## src/rtl/dll_sar_pkg.sv

```systemverilog
package dll_sar_pkg;
    typedef enum logic [1:0] {
        ACQ_SETTLE = 2'd0,
        ACQ_DECIDE = 2'd1,
        TRK_FOLLOW = 2'd2
    } ctl_state_t;
endpackage

```

## src/rtl/dll_therm_enc.sv

```systemverilog
module dll_therm_enc #(
    parameter int BIN_W = 4,
    parameter int OUT_W = (1 << BIN_W) - 1
) (
    input  logic [BIN_W-1:0] bin,
    output logic [OUT_W-1:0] therm
);
    for (genvar k = 0; k < OUT_W; k++) begin : g_cell
        assign therm[k] = (bin > BIN_W'(k));
    end


    always_comb begin
        therm_count_chk: assert ($isunknown(bin) || $countones(therm) == int'(bin));
    end
endmodule

```

## src/rtl/dll_track_filter.sv

```systemverilog
module dll_track_filter #(
    parameter int AGREE = 2,
    parameter int CNT_W = $clog2(AGREE + 1)
) (
    input  logic clk,
    input  logic rst,
    input  logic en,
    input  logic pd_short,
    output logic step_up,
    output logic step_dn
);
    logic             last_q;
    logic [CNT_W-1:0] run_q;
    logic             same;
    logic             fire;

    assign same    = (run_q != '0) && (pd_short == last_q);
    assign fire    = en && same && (run_q == CNT_W'(AGREE - 1));
    assign step_up = fire & pd_short;
    assign step_dn = fire & ~pd_short;

    always_ff @(posedge clk) begin
        if (rst || !en) begin
            run_q  <= '0;
            last_q <= 1'b0;
        end else if (fire) begin
            run_q  <= '0;
        end else if (same) begin
            run_q  <= run_q + 1'b1;
        end else begin
            last_q <= pd_short;
            run_q  <= CNT_W'(1);
        end
    end


    step_agree_chk: assert property (@(posedge clk) disable iff (rst)
        (step_up || step_dn) |-> ($past(en) && $past(pd_short) == pd_short));
endmodule

```

## src/rtl/dll_sar_ctrl.sv

```systemverilog
module dll_sar_ctrl
    import dll_sar_pkg::*;
#(
    parameter int CODE_W      = 10,
    parameter int FINE_W      = 4,
    parameter int SETTLE_BITS = 4,
    parameter int AGREE       = 2,
    parameter int LOCK_LIMIT  = 18
) (
    input  logic                           clk,
    input  logic                           rst,
    input  logic                           start,
    input  logic                           pd_short,
    output logic [CODE_W-FINE_W-1:0]       coarse_code,
    output logic [(1 << FINE_W)-2:0]       fine_therm,
    output logic                           locked
);
    localparam int COARSE_W = CODE_W - FINE_W;
    localparam int THERM_W  = (1 << FINE_W) - 1;
    localparam int IDX_W    = $clog2(CODE_W);
    localparam int SLOW_LO  = CODE_W - SETTLE_BITS;
    localparam logic [CODE_W-1:0] MID_CODE = CODE_W'(1) << (CODE_W - 1);
    localparam logic [CODE_W-1:0] MAX_CODE = '1;
    localparam logic [IDX_W-1:0]  TOP_IDX  = IDX_W'(CODE_W - 1);
    localparam int ACNT_W   = $clog2(LOCK_LIMIT + 2);

    ctl_state_t        state_q, state_d;
    logic [CODE_W-1:0] code_q, code_d;
    logic [IDX_W-1:0]  bit_q, bit_d;
    logic              locked_q, locked_d;
    logic              step_up, step_dn;
    logic              trk_en;

    assign trk_en = (state_q == TRK_FOLLOW) && !start;

    dll_track_filter #(.AGREE(AGREE)) u_filter (
        .clk      (clk),
        .rst      (rst),
        .en       (trk_en),
        .pd_short (pd_short),
        .step_up  (step_up),
        .step_dn  (step_dn)
    );

    always_comb begin
        state_d  = state_q;
        code_d   = code_q;
        bit_d    = bit_q;
        locked_d = locked_q;
        if (rst || start) begin
            state_d  = (CODE_W - 1 >= SLOW_LO) ? ACQ_SETTLE : ACQ_DECIDE;
            code_d   = MID_CODE;
            bit_d    = TOP_IDX;
            locked_d = 1'b0;
        end else begin
            unique case (state_q)
                ACQ_SETTLE: state_d = ACQ_DECIDE;
                ACQ_DECIDE: begin
                    if (!pd_short) code_d[bit_q] = 1'b0;
                    if (bit_q == '0) begin
                        state_d  = TRK_FOLLOW;
                        locked_d = 1'b1;
                    end else begin
                        code_d[bit_q - 1'b1] = 1'b1;
                        bit_d   = bit_q - 1'b1;
                        state_d = (int'(bit_q) - 1 >= SLOW_LO) ? ACQ_SETTLE : ACQ_DECIDE;
                    end
                end
                TRK_FOLLOW: begin
                    if (step_up && code_q != MAX_CODE)  code_d = code_q + 1'b1;
                    else if (step_dn && code_q != '0)   code_d = code_q - 1'b1;
                end
                default: state_d = ACQ_SETTLE;
            endcase
        end
    end

    always_ff @(posedge clk) begin
        state_q  <= state_d;
        code_q   <= code_d;
        bit_q    <= bit_d;
        locked_q <= locked_d;
    end

    assign coarse_code = code_q[CODE_W-1 -: COARSE_W];
    assign locked      = locked_q;

    dll_therm_enc #(.BIN_W(FINE_W), .OUT_W(THERM_W)) u_therm (
        .bin   (code_q[FINE_W-1:0]),
        .therm (fine_therm)
    );

    logic [ACNT_W-1:0] acq_cnt;
    always_ff @(posedge clk) begin
        if (rst || start)                              acq_cnt <= '0;
        else if (!locked_q && acq_cnt != '1)           acq_cnt <= acq_cnt + 1'b1;
    end


    start_clear_chk: assert property (@(posedge clk) disable iff (rst)
        start |=> (code_q == MID_CODE && !locked_q));

    lock_time_chk: assert property (@(posedge clk) disable iff (rst || start)
        !locked_q |-> (int'(acq_cnt) < LOCK_LIMIT));

    lock_hold_chk: assert property (@(posedge clk) disable iff (rst)
        (locked_q && !start) |=> locked_q);

    track_step_chk: assert property (@(posedge clk) disable iff (rst || start)
        (state_q == TRK_FOLLOW && $past(state_q) == TRK_FOLLOW) |->
        (code_q == $past(code_q) || code_q == $past(code_q) + 1'b1 ||
         code_q == $past(code_q) - 1'b1));

    no_wrap_chk: assert property (@(posedge clk) disable iff (rst)
        (state_q == TRK_FOLLOW && !start && code_q == MAX_CODE) |=> code_q != '0);
endmodule

```

## config.mk

```make
export PLATFORM = sky130hd
export DESIGN_NAME = dll_sar_ctrl
export DESIGN_NICKNAME = d
export VERILOG_FILES = /design/src/rtl/dll_sar_pkg.sv /design/src/rtl/dll_therm_enc.sv /design/src/rtl/dll_track_filter.sv /design/src/rtl/dll_sar_ctrl.sv
export SDC_FILE = /design/constraint.sdc
export NUM_CORES = 1
export LEC_CHECK = 0
export ABC_AREA = 1
export BUFFER_PORTS_ARGS = -buffer_cell sky130_fd_sc_hd__clkbuf_2
export CAP_MARGIN = 20
export CORE_MARGIN = 5
export CORE_UTILIZATION = 45
export CTS_CLUSTER_SIZE = 10
export DETAILED_ROUTE_END_ITERATION = 7
export SYNTH_ARGS = -nofsm -noshare
export SYNTH_HDL_FRONTEND = slang
export SYNTH_SLANG_ARGS = --single-unit
```

## constraint.sdc

```tcl
create_clock -name clk -period 4.48 [get_ports clk]
set_input_delay 0.896 -clock clk [delete_from_list [all_inputs] [get_ports clk]]
set_output_delay 0.896 -clock clk [all_outputs]
set_load 0.02 [all_outputs]
```

==> out/results.tsv, run 1 <==
stage	metric	value	unit
power	power_leakage	1.094	nW
power	internal_power	0.0003270	W
sta	maxSlewViolCount	0	
global_route	first_global_vias	1825	
critical_path	worstPathArrival	3.33	ns
hold_path	hold_path.class	flip-flop to flip-flop	
sta	relSlewSlack	0.5050	
critical_path	critPathLaunchType	flip-flop	
critical_path	reg2regPathDepth	22	
clock_tree	root_buffer	clkbuf_8	
place	place_inst	377	
power	ir_drop	0.1125	mV
power	switching_share	0.2795	
final_layout	fillers	447	
yosys	synthArstFlopShare	0	
clock_tree	hold_buffers	0	
yosys	synth.area.top_cells	dfxtp_1 21%, nand2_1 18%, ha_1 12%, inv_1 8.2%, nor2_1 6.8%	
sta	setup_violations	0	
power	power_frac_comb	0.177	
power	p_switching	0.0001269	W
yosys	synth.largest_area_cell	dfxtp_1	
clock_tree	post_cts_buffers	0	
route	vias	1937	
route	drtPass1Iterations	5	
yosys	synth-seq-cells	20	
critical_path	setup.worst_path.end_class	flip-flop	
critical_path	worstReg2RegStart	state_q[0]	
place	io_buffers	25	
floorplan	die_w	75.40	µm
final_layout	fin_nets	356	
flow_run	cap_violations	0	
floorplan	die_area	5684	µm²
yosys	synth_edf_count	0	
floorplan	dieHeight	75.40	µm
yosys	yosys-top-cells-count	90 x nand2_1, 42 x inv_1, 35 x nor2_1	
yosys	avgSynthCellArea	6.128	µm²
global_route	grt_pass1_wl	8459	µm
sta	hold_viol_final	0	
sta	finClkSkew	0.002934	ns
floorplan	core_area	4086	µm²
route	postRouteWirelength	4921	µm
route	drtIter0Drc	70	
global_route	grt_max_degree	15	
critical_path	startpoint	state_q[0]	
clock_tree	cts_tree	yes	
yosys	yosysMostFrequentCell	nand2_1	
global_route	grt_util_all_layers	0.1910	
clock_tree	cts_buffers	3	
critical_path	reg2reg_slack	1.31	ns
sta	timing.final.crit_share	0.7066	
sta	rsz0062_at_grt	false	
yosys	synth_area	1924	µm²
sta	fin_crit	3.165	ns
critical_path	r2r-end	code_q[9]	
route	via_per_inst	5.084	
clock_tree	cts_buffer_depth	2	
clock_tree	post_cts_resized	0	
power	power.share.clock	0.411	
power	cellPowerDensity	215.8	nW/µm²
yosys	synth_cell_types	31	
final_layout	drive_above_1_share	0.1208	
yosys	synth-seq-area-share	0.2081	
sta	worst_slew_pin_slew	0.7398	ns
place	dp.final_hpwl	3876	µm
yosys	yosys_most_used_dff	dfxtp_1	
critical_path	crit_type	flip-flop to flip-flop	
yosys	syn_inst	314	
critical_path	crit_path_end	code_q[9]	
route	drc	0	
clock_tree	clk_pin_slew	0.08	ns
final_layout	n_antenna_cell	0	
global_route	grt_remaining_overflow	0	
floorplan	rows	23	
final_layout	regArea	400.4	µm²
critical_path	critPathRequiredTime	4.65	ns
final_layout	multiInputGateArea	1272	µm²
place	gp_congestion	0.8784	
sta	fin_tns_setup	0	ns
clock_tree	cts.sinks	20	
route	drtAntennaViolNets	0	
clock_tree	htree_levels	1	
run_status	status	finished, final reports clean	
floorplan	start_util	0.4709	
power	seqPwrFrac	0.412	
final_layout	final_cells	381	
yosys	ys_warn_count	0	
route	avgRoutedWirePerCell	12.92	µm
critical_path	crit_path_max_fanout	14	
global_route	grt_antenna_before_repair	0	
floorplan	ios	26	
clock_tree	insertion_delay	0.27	ns
yosys	synth_top_area_share	0.2081	
sta	max_clock_freq	0.3159	GHz
yosys	synthesis.nets	338	
final_layout	synthToLayoutAreaGrowth	9.298	%
[metal layers]
layer,part of all wire,vias to the layer above,global-route usage
met5,0,-,0
met3,0.029,9,0.02770
met4,0.016,0,0.05631
met2,0.47,32,0.3116
met1,0.49,865,0.2612
li1,-,1031,-
[stage by stage]
stage                     setup slack [ns]  power [W]  hold WS, ns  area, µm²  utilization
after floorplan                      1.843  0.0002528       0.4884       1924            -
after detailed placement             1.299  0.0002712       0.4470       2032       0.4972
after global routing                 1.022  0.0004800       0.5116       2103       0.5147
after global placement               1.329  0.0002723       0.4493       2032       0.4972
after CTS                            1.322  0.0004568       0.4601       2103       0.5147
final                                1.315  0.0004538       0.4596       2103       0.5147
[critical path, cell delays in order, from the launching register on]
cell     delay [ns]
dfxtp_1        0.33
inv_1          0.08
ha_1           0.50
inv_2          0.23
nor2_1         0.13
nand2_1        0.09
nor2_4         0.15
nand3_2        0.24
ha_1           0.43
nand2_1        0.13
inv_1          0.05
nand2_1        0.07
nand2_1        0.06
nand2_1        0.06
nand2_1        0.04
nor2_1         0.12
inv_1          0.06
nand2_1        0.06
nand2_1        0.04
nand2_1        0.05
nand2_1        0.05
nand2_1        0.06
nand2_1        0.04
[worst min path at each step]
stage | from | endpoint | slack [ns] | depth (start not counted)
after floorplan | bit_q[0] | bit_q[0] | 0.49 | 2
final | locked | locked | 0.46 | 2
after global placement | locked | locked | 0.45 | 2
after detailed placement | locked | locked | 0.45 | 2
after global routing | locked | locked | 0.51 | 2
after CTS | locked | locked | 0.46 | 2
[cell families (layout without fill, tap and decap cells)]
family | count (synthesis) | in the layout | share of synthesized area
AND/OR/NAND/NOR | 159 | 159 | 0.3615
XOR/XNOR | 5 | 5 | 0.02276
AO/OA/AOI/OAI | 53 | 53 | 0.1431
buffers and inverters | 57 | 74 | 0.1307
flip-flops | 20 | 20 | 0.2081
adder cells (fa/ha/maj) | 20 | 20 | 0.1339
[cells in the final DEF (no fill, tap or decap)]
cell,synthesis,routed
nand2_1,90,90
inv_1,42,42
nor2_1,35,35
clkbuf_2,0,25
o21ai_0,22,22
a21oi_1,20,20
dfxtp_1,20,20
ha_1,19,19
nand3_1,17,17
nand4_1,6,6
o21ai_1,6,6
xnor2_1,3,3
clkbuf_8,0,3
inv_2,2,2
nand2_4,2,2
nand3_2,2,2
nand3b_1,2,2
xor2_1,2,2
a31oi_1,2,2
nand3_4,1,1
nor2_4,1,1
nand2_2,1,1
nor2_2,1,1
inv_4,1,1
o21bai_1,1,1
o31ai_1,1,1
nor3_1,1,1
o21a_1,1,1
fa_1,1,1
bufinv_16,0,1
[area by class of cell]
type | instances | share of cell area
Inverter | 45 | 0.08150
Multi-Input combinational cell | 237 | 0.6050
Clock inverter | 1 | 0.01428
Tap cell | 50 | 0.02974
Sequential cell | 20 | 0.1904
Clock buffer | 3 | 0.01963
Timing Repair Buffer | 25 | 0.05949
[power groups by stage]
stage	clock network [W]	registers [W]	logic, W
2_1_floorplan	0	0.000189	0.0000639
3_3_place_gp	0	0.000191	0.0000809
3_5_place_dp	0	0.000191	0.0000798
4_1_cts	0.000189	0.000187	0.0000803
5_1_grt	0.000200	0.000188	0.0000915
6_report	0.000187	0.000187	0.0000802
[sequential cells by signal (all words and copies together), names as in the netlist]
register and count:
locked 1, u_filter.run_q 2, state_q 2, code_q 10, u_filter.last_q 1, bit_q 4
(Power assumes the default switching activity.)
==> inputs of run 2 (changes only) <==
- clock period: 4.48 -> 3.3 ns (I/O delays scaled with it)
==> run 2 against run 1 <==
Net effect:
- worst setup slack lost 0.74 ns
- via count rose by 2.2%
- highest routed layer unchanged
- die area stayed put
- fmax is 16% higher
- critical path type unchanged
==> out/results.tsv, run 2 (same netlist as run 1, synthesis figures left out) <==
stage	metric	value	unit
final_layout	drive_above_1_share	0.1261	
clock_tree	cts_buffers	3	
critical_path	cp.depth	19	
final_layout	largestRegisters	code_q x10, bit_q x4	
place	io_buffers	25	
sta	worst_slew_pin_slew	0.4742	ns
clock_tree	hold_buffers	0	
sta	rsz0062_at_grt	false	
route	vias	1980	
global_route	grt_max_degree	15	
sta	maxSlewViolCount	0	
critical_path	cp_slowest_cell	fa_1	
critical_path	reg2regPathDepth	19	
route	postRouteWirelength	4907	µm
hold_path	whs_path_depth	2	
sta	relSlewSlack	0.6827	
critical_path	critPathLaunchType	flip-flop	
flow_run	cap_violations	0	
floorplan	core_area	4086	µm²
power	power.share.clock	0.409	
final_layout	regArea	400.4	µm²
place	gp_congestion	0.8856	
sta	fin_crit	2.725	ns
floorplan	rows	23	
route	drtAntennaViolNets	0	
power	p_switching	0.0001703	W
critical_path	critPathRequiredTime	3.46	ns
final_layout	fillers	442	
clock_tree	htree_levels	1	
sta	finClkSkew	0.005202	ns
sta	fin_tns_setup	0	ns
global_route	grt_pass1_wl	8176	µm
clock_tree	cts.sinks	20	
final_layout	n_antenna_cell	0	
power	switching_share	0.2770	
clock_tree	post_cts_buffers	0	
power	ir_drop	0.1888	mV
power	cellPowerDensity	290.3	nW/µm²
critical_path	crit_chain	inv_1, ha_1, inv_2, nor2_1, nand2_1, nor2_4, nand3_2, inv_1, fa_1, inv_1, nand3_1, nand2_1, nand2_1, nand2_1, nand3_1, a21oi_1, nor2_1, nor2_1, nor2_1	
critical_path	crit_path_max_fanout	14	
clock_tree	insertion_delay	0.26	ns
final_layout	fin_util	0.5184	
floorplan	ios	26	
global_route	first_global_vias	1821	
final_layout	final_cells	383	
power	seqPwrFrac	0.413	
floorplan	die_w	75.40	µm
critical_path	cp_top_family	simple AND/OR/NAND/NOR gates	
clock_tree	cts_tree	yes	
route	via_per_inst	5.170	
sta	timing.final.crit_share	0.8259	
global_route	grt_remaining_overflow	0	
route	avgRoutedWirePerCell	12.81	µm
route	drtPass1Iterations	5	
place	postPlaceCellArea	2047	µm²
floorplan	start_util	0.4709	
clock_tree	cts_buffer_depth	2	
place	place_inst	379	
power	power	0.0006149	W
final_layout	synthToLayoutAreaGrowth	10.08	%
run_status	status	finished, final reports clean	
route	drtIter0Drc	90	
power	power_leakage	1.104	nW
power	power_frac_comb	0.178	
sta	max_clock_freq	0.3669	GHz
clock_tree	root_buffer	clkbuf_8	
sta	setup_violations	0	
critical_path	setup.worst_path.end_class	flip-flop	
floorplan	dieHeight	75.40	µm
final_layout	final_cell_mix	90 x nand2_1, 42 x inv_1, 35 x nor2_1	
clock_tree	post_cts_resized	0	
hold_path	hold_path.class	flip-flop to flip-flop	
sta	hold_viol_final	0	
final_layout	design_area	2118	µm²
critical_path	worstPathArrival	2.89	ns
critical_path	crit_type	flip-flop to flip-flop	
final_layout	largest_register	code_q	
place	dp.final_hpwl	3869	µm
global_route	grt_util_all_layers	0.1841	
floorplan	die_area	5684	µm²
power	internal_power	0.0004446	W
final_layout	largest_reg_flops	10	
global_route	grt_antenna_before_repair	0	
critical_path	cp_num_buf_inv	4	
final_layout	fin_nets	358	
route	drc	0	
critical_path	max_stage_delay	0.41	ns
final_layout	final_common_cell	nand2_1	
final_layout	multiInputGateArea	1272	µm²
clock_tree	clk_pin_slew	0.08	ns
-- run 2: cell count changes in the layout (fill, tap and decap cells not counted) --
cell	delta
buf_4	+2
-- run 2: final cells by class --
class,instances,area share
multi-input combinational,237,0.6007
clock buffer,3,0.01949
timing repair buffer,27,0.06615
inverter,45,0.08092
tap,50,0.02953
sequential,20,0.1890
clock inverter,1,0.01418
-- run 2: power groups by stage --
stage                     clock network [W]  registers [W]  logic [W]
final                              0.000252       0.000254   0.000109
after global routing               0.000266       0.000255   0.000126
after floorplan                           0       0.000256  0.0000868
after global placement                    0       0.000260   0.000108
after detailed placement                  0       0.000260   0.000108
after CTS                          0.000256       0.000254   0.000109
-- run 2: final timing paths --
path | to | slack (ns) | from
hold reg to reg | locked | 0.46 | locked
setup / recovery | code_q[8] | 0.57 | state_q[0]
setup reg to reg | code_q[8] | 0.57 | state_q[0]
hold / removal | locked | 0.46 | locked
-- run 2: tightest hold or removal path, delay by kind of cell (launching register included) --
family                 cells  cell delay, ns
AO/OA/AOI/OAI              1            0.05
buffers and inverters      1            0.04
flip-flops                 1            0.32
-- run 2: per-layer routing --
layer	vias up	part of all wire	GRT usage
met1	889	0.47	0.2386
met2	45	0.48	0.3212
met3	8	0.037	0.01715
met4	0	0.014	0.05825
li1	1038	-	-
met5	-	0	0
-- run 2: metrics by stage --
step | hold WS [ns] | worst slack [ns]
2_1_floorplan | 0.4884 | 0.8899
3_3_place_gp | 0.4413 | 0.4438
3_5_place_dp | 0.4499 | 0.4345
4_1_cts | 0.4650 | 0.5703
5_1_grt | 0.4993 | 0.2294
6_report | 0.4551 | 0.5746
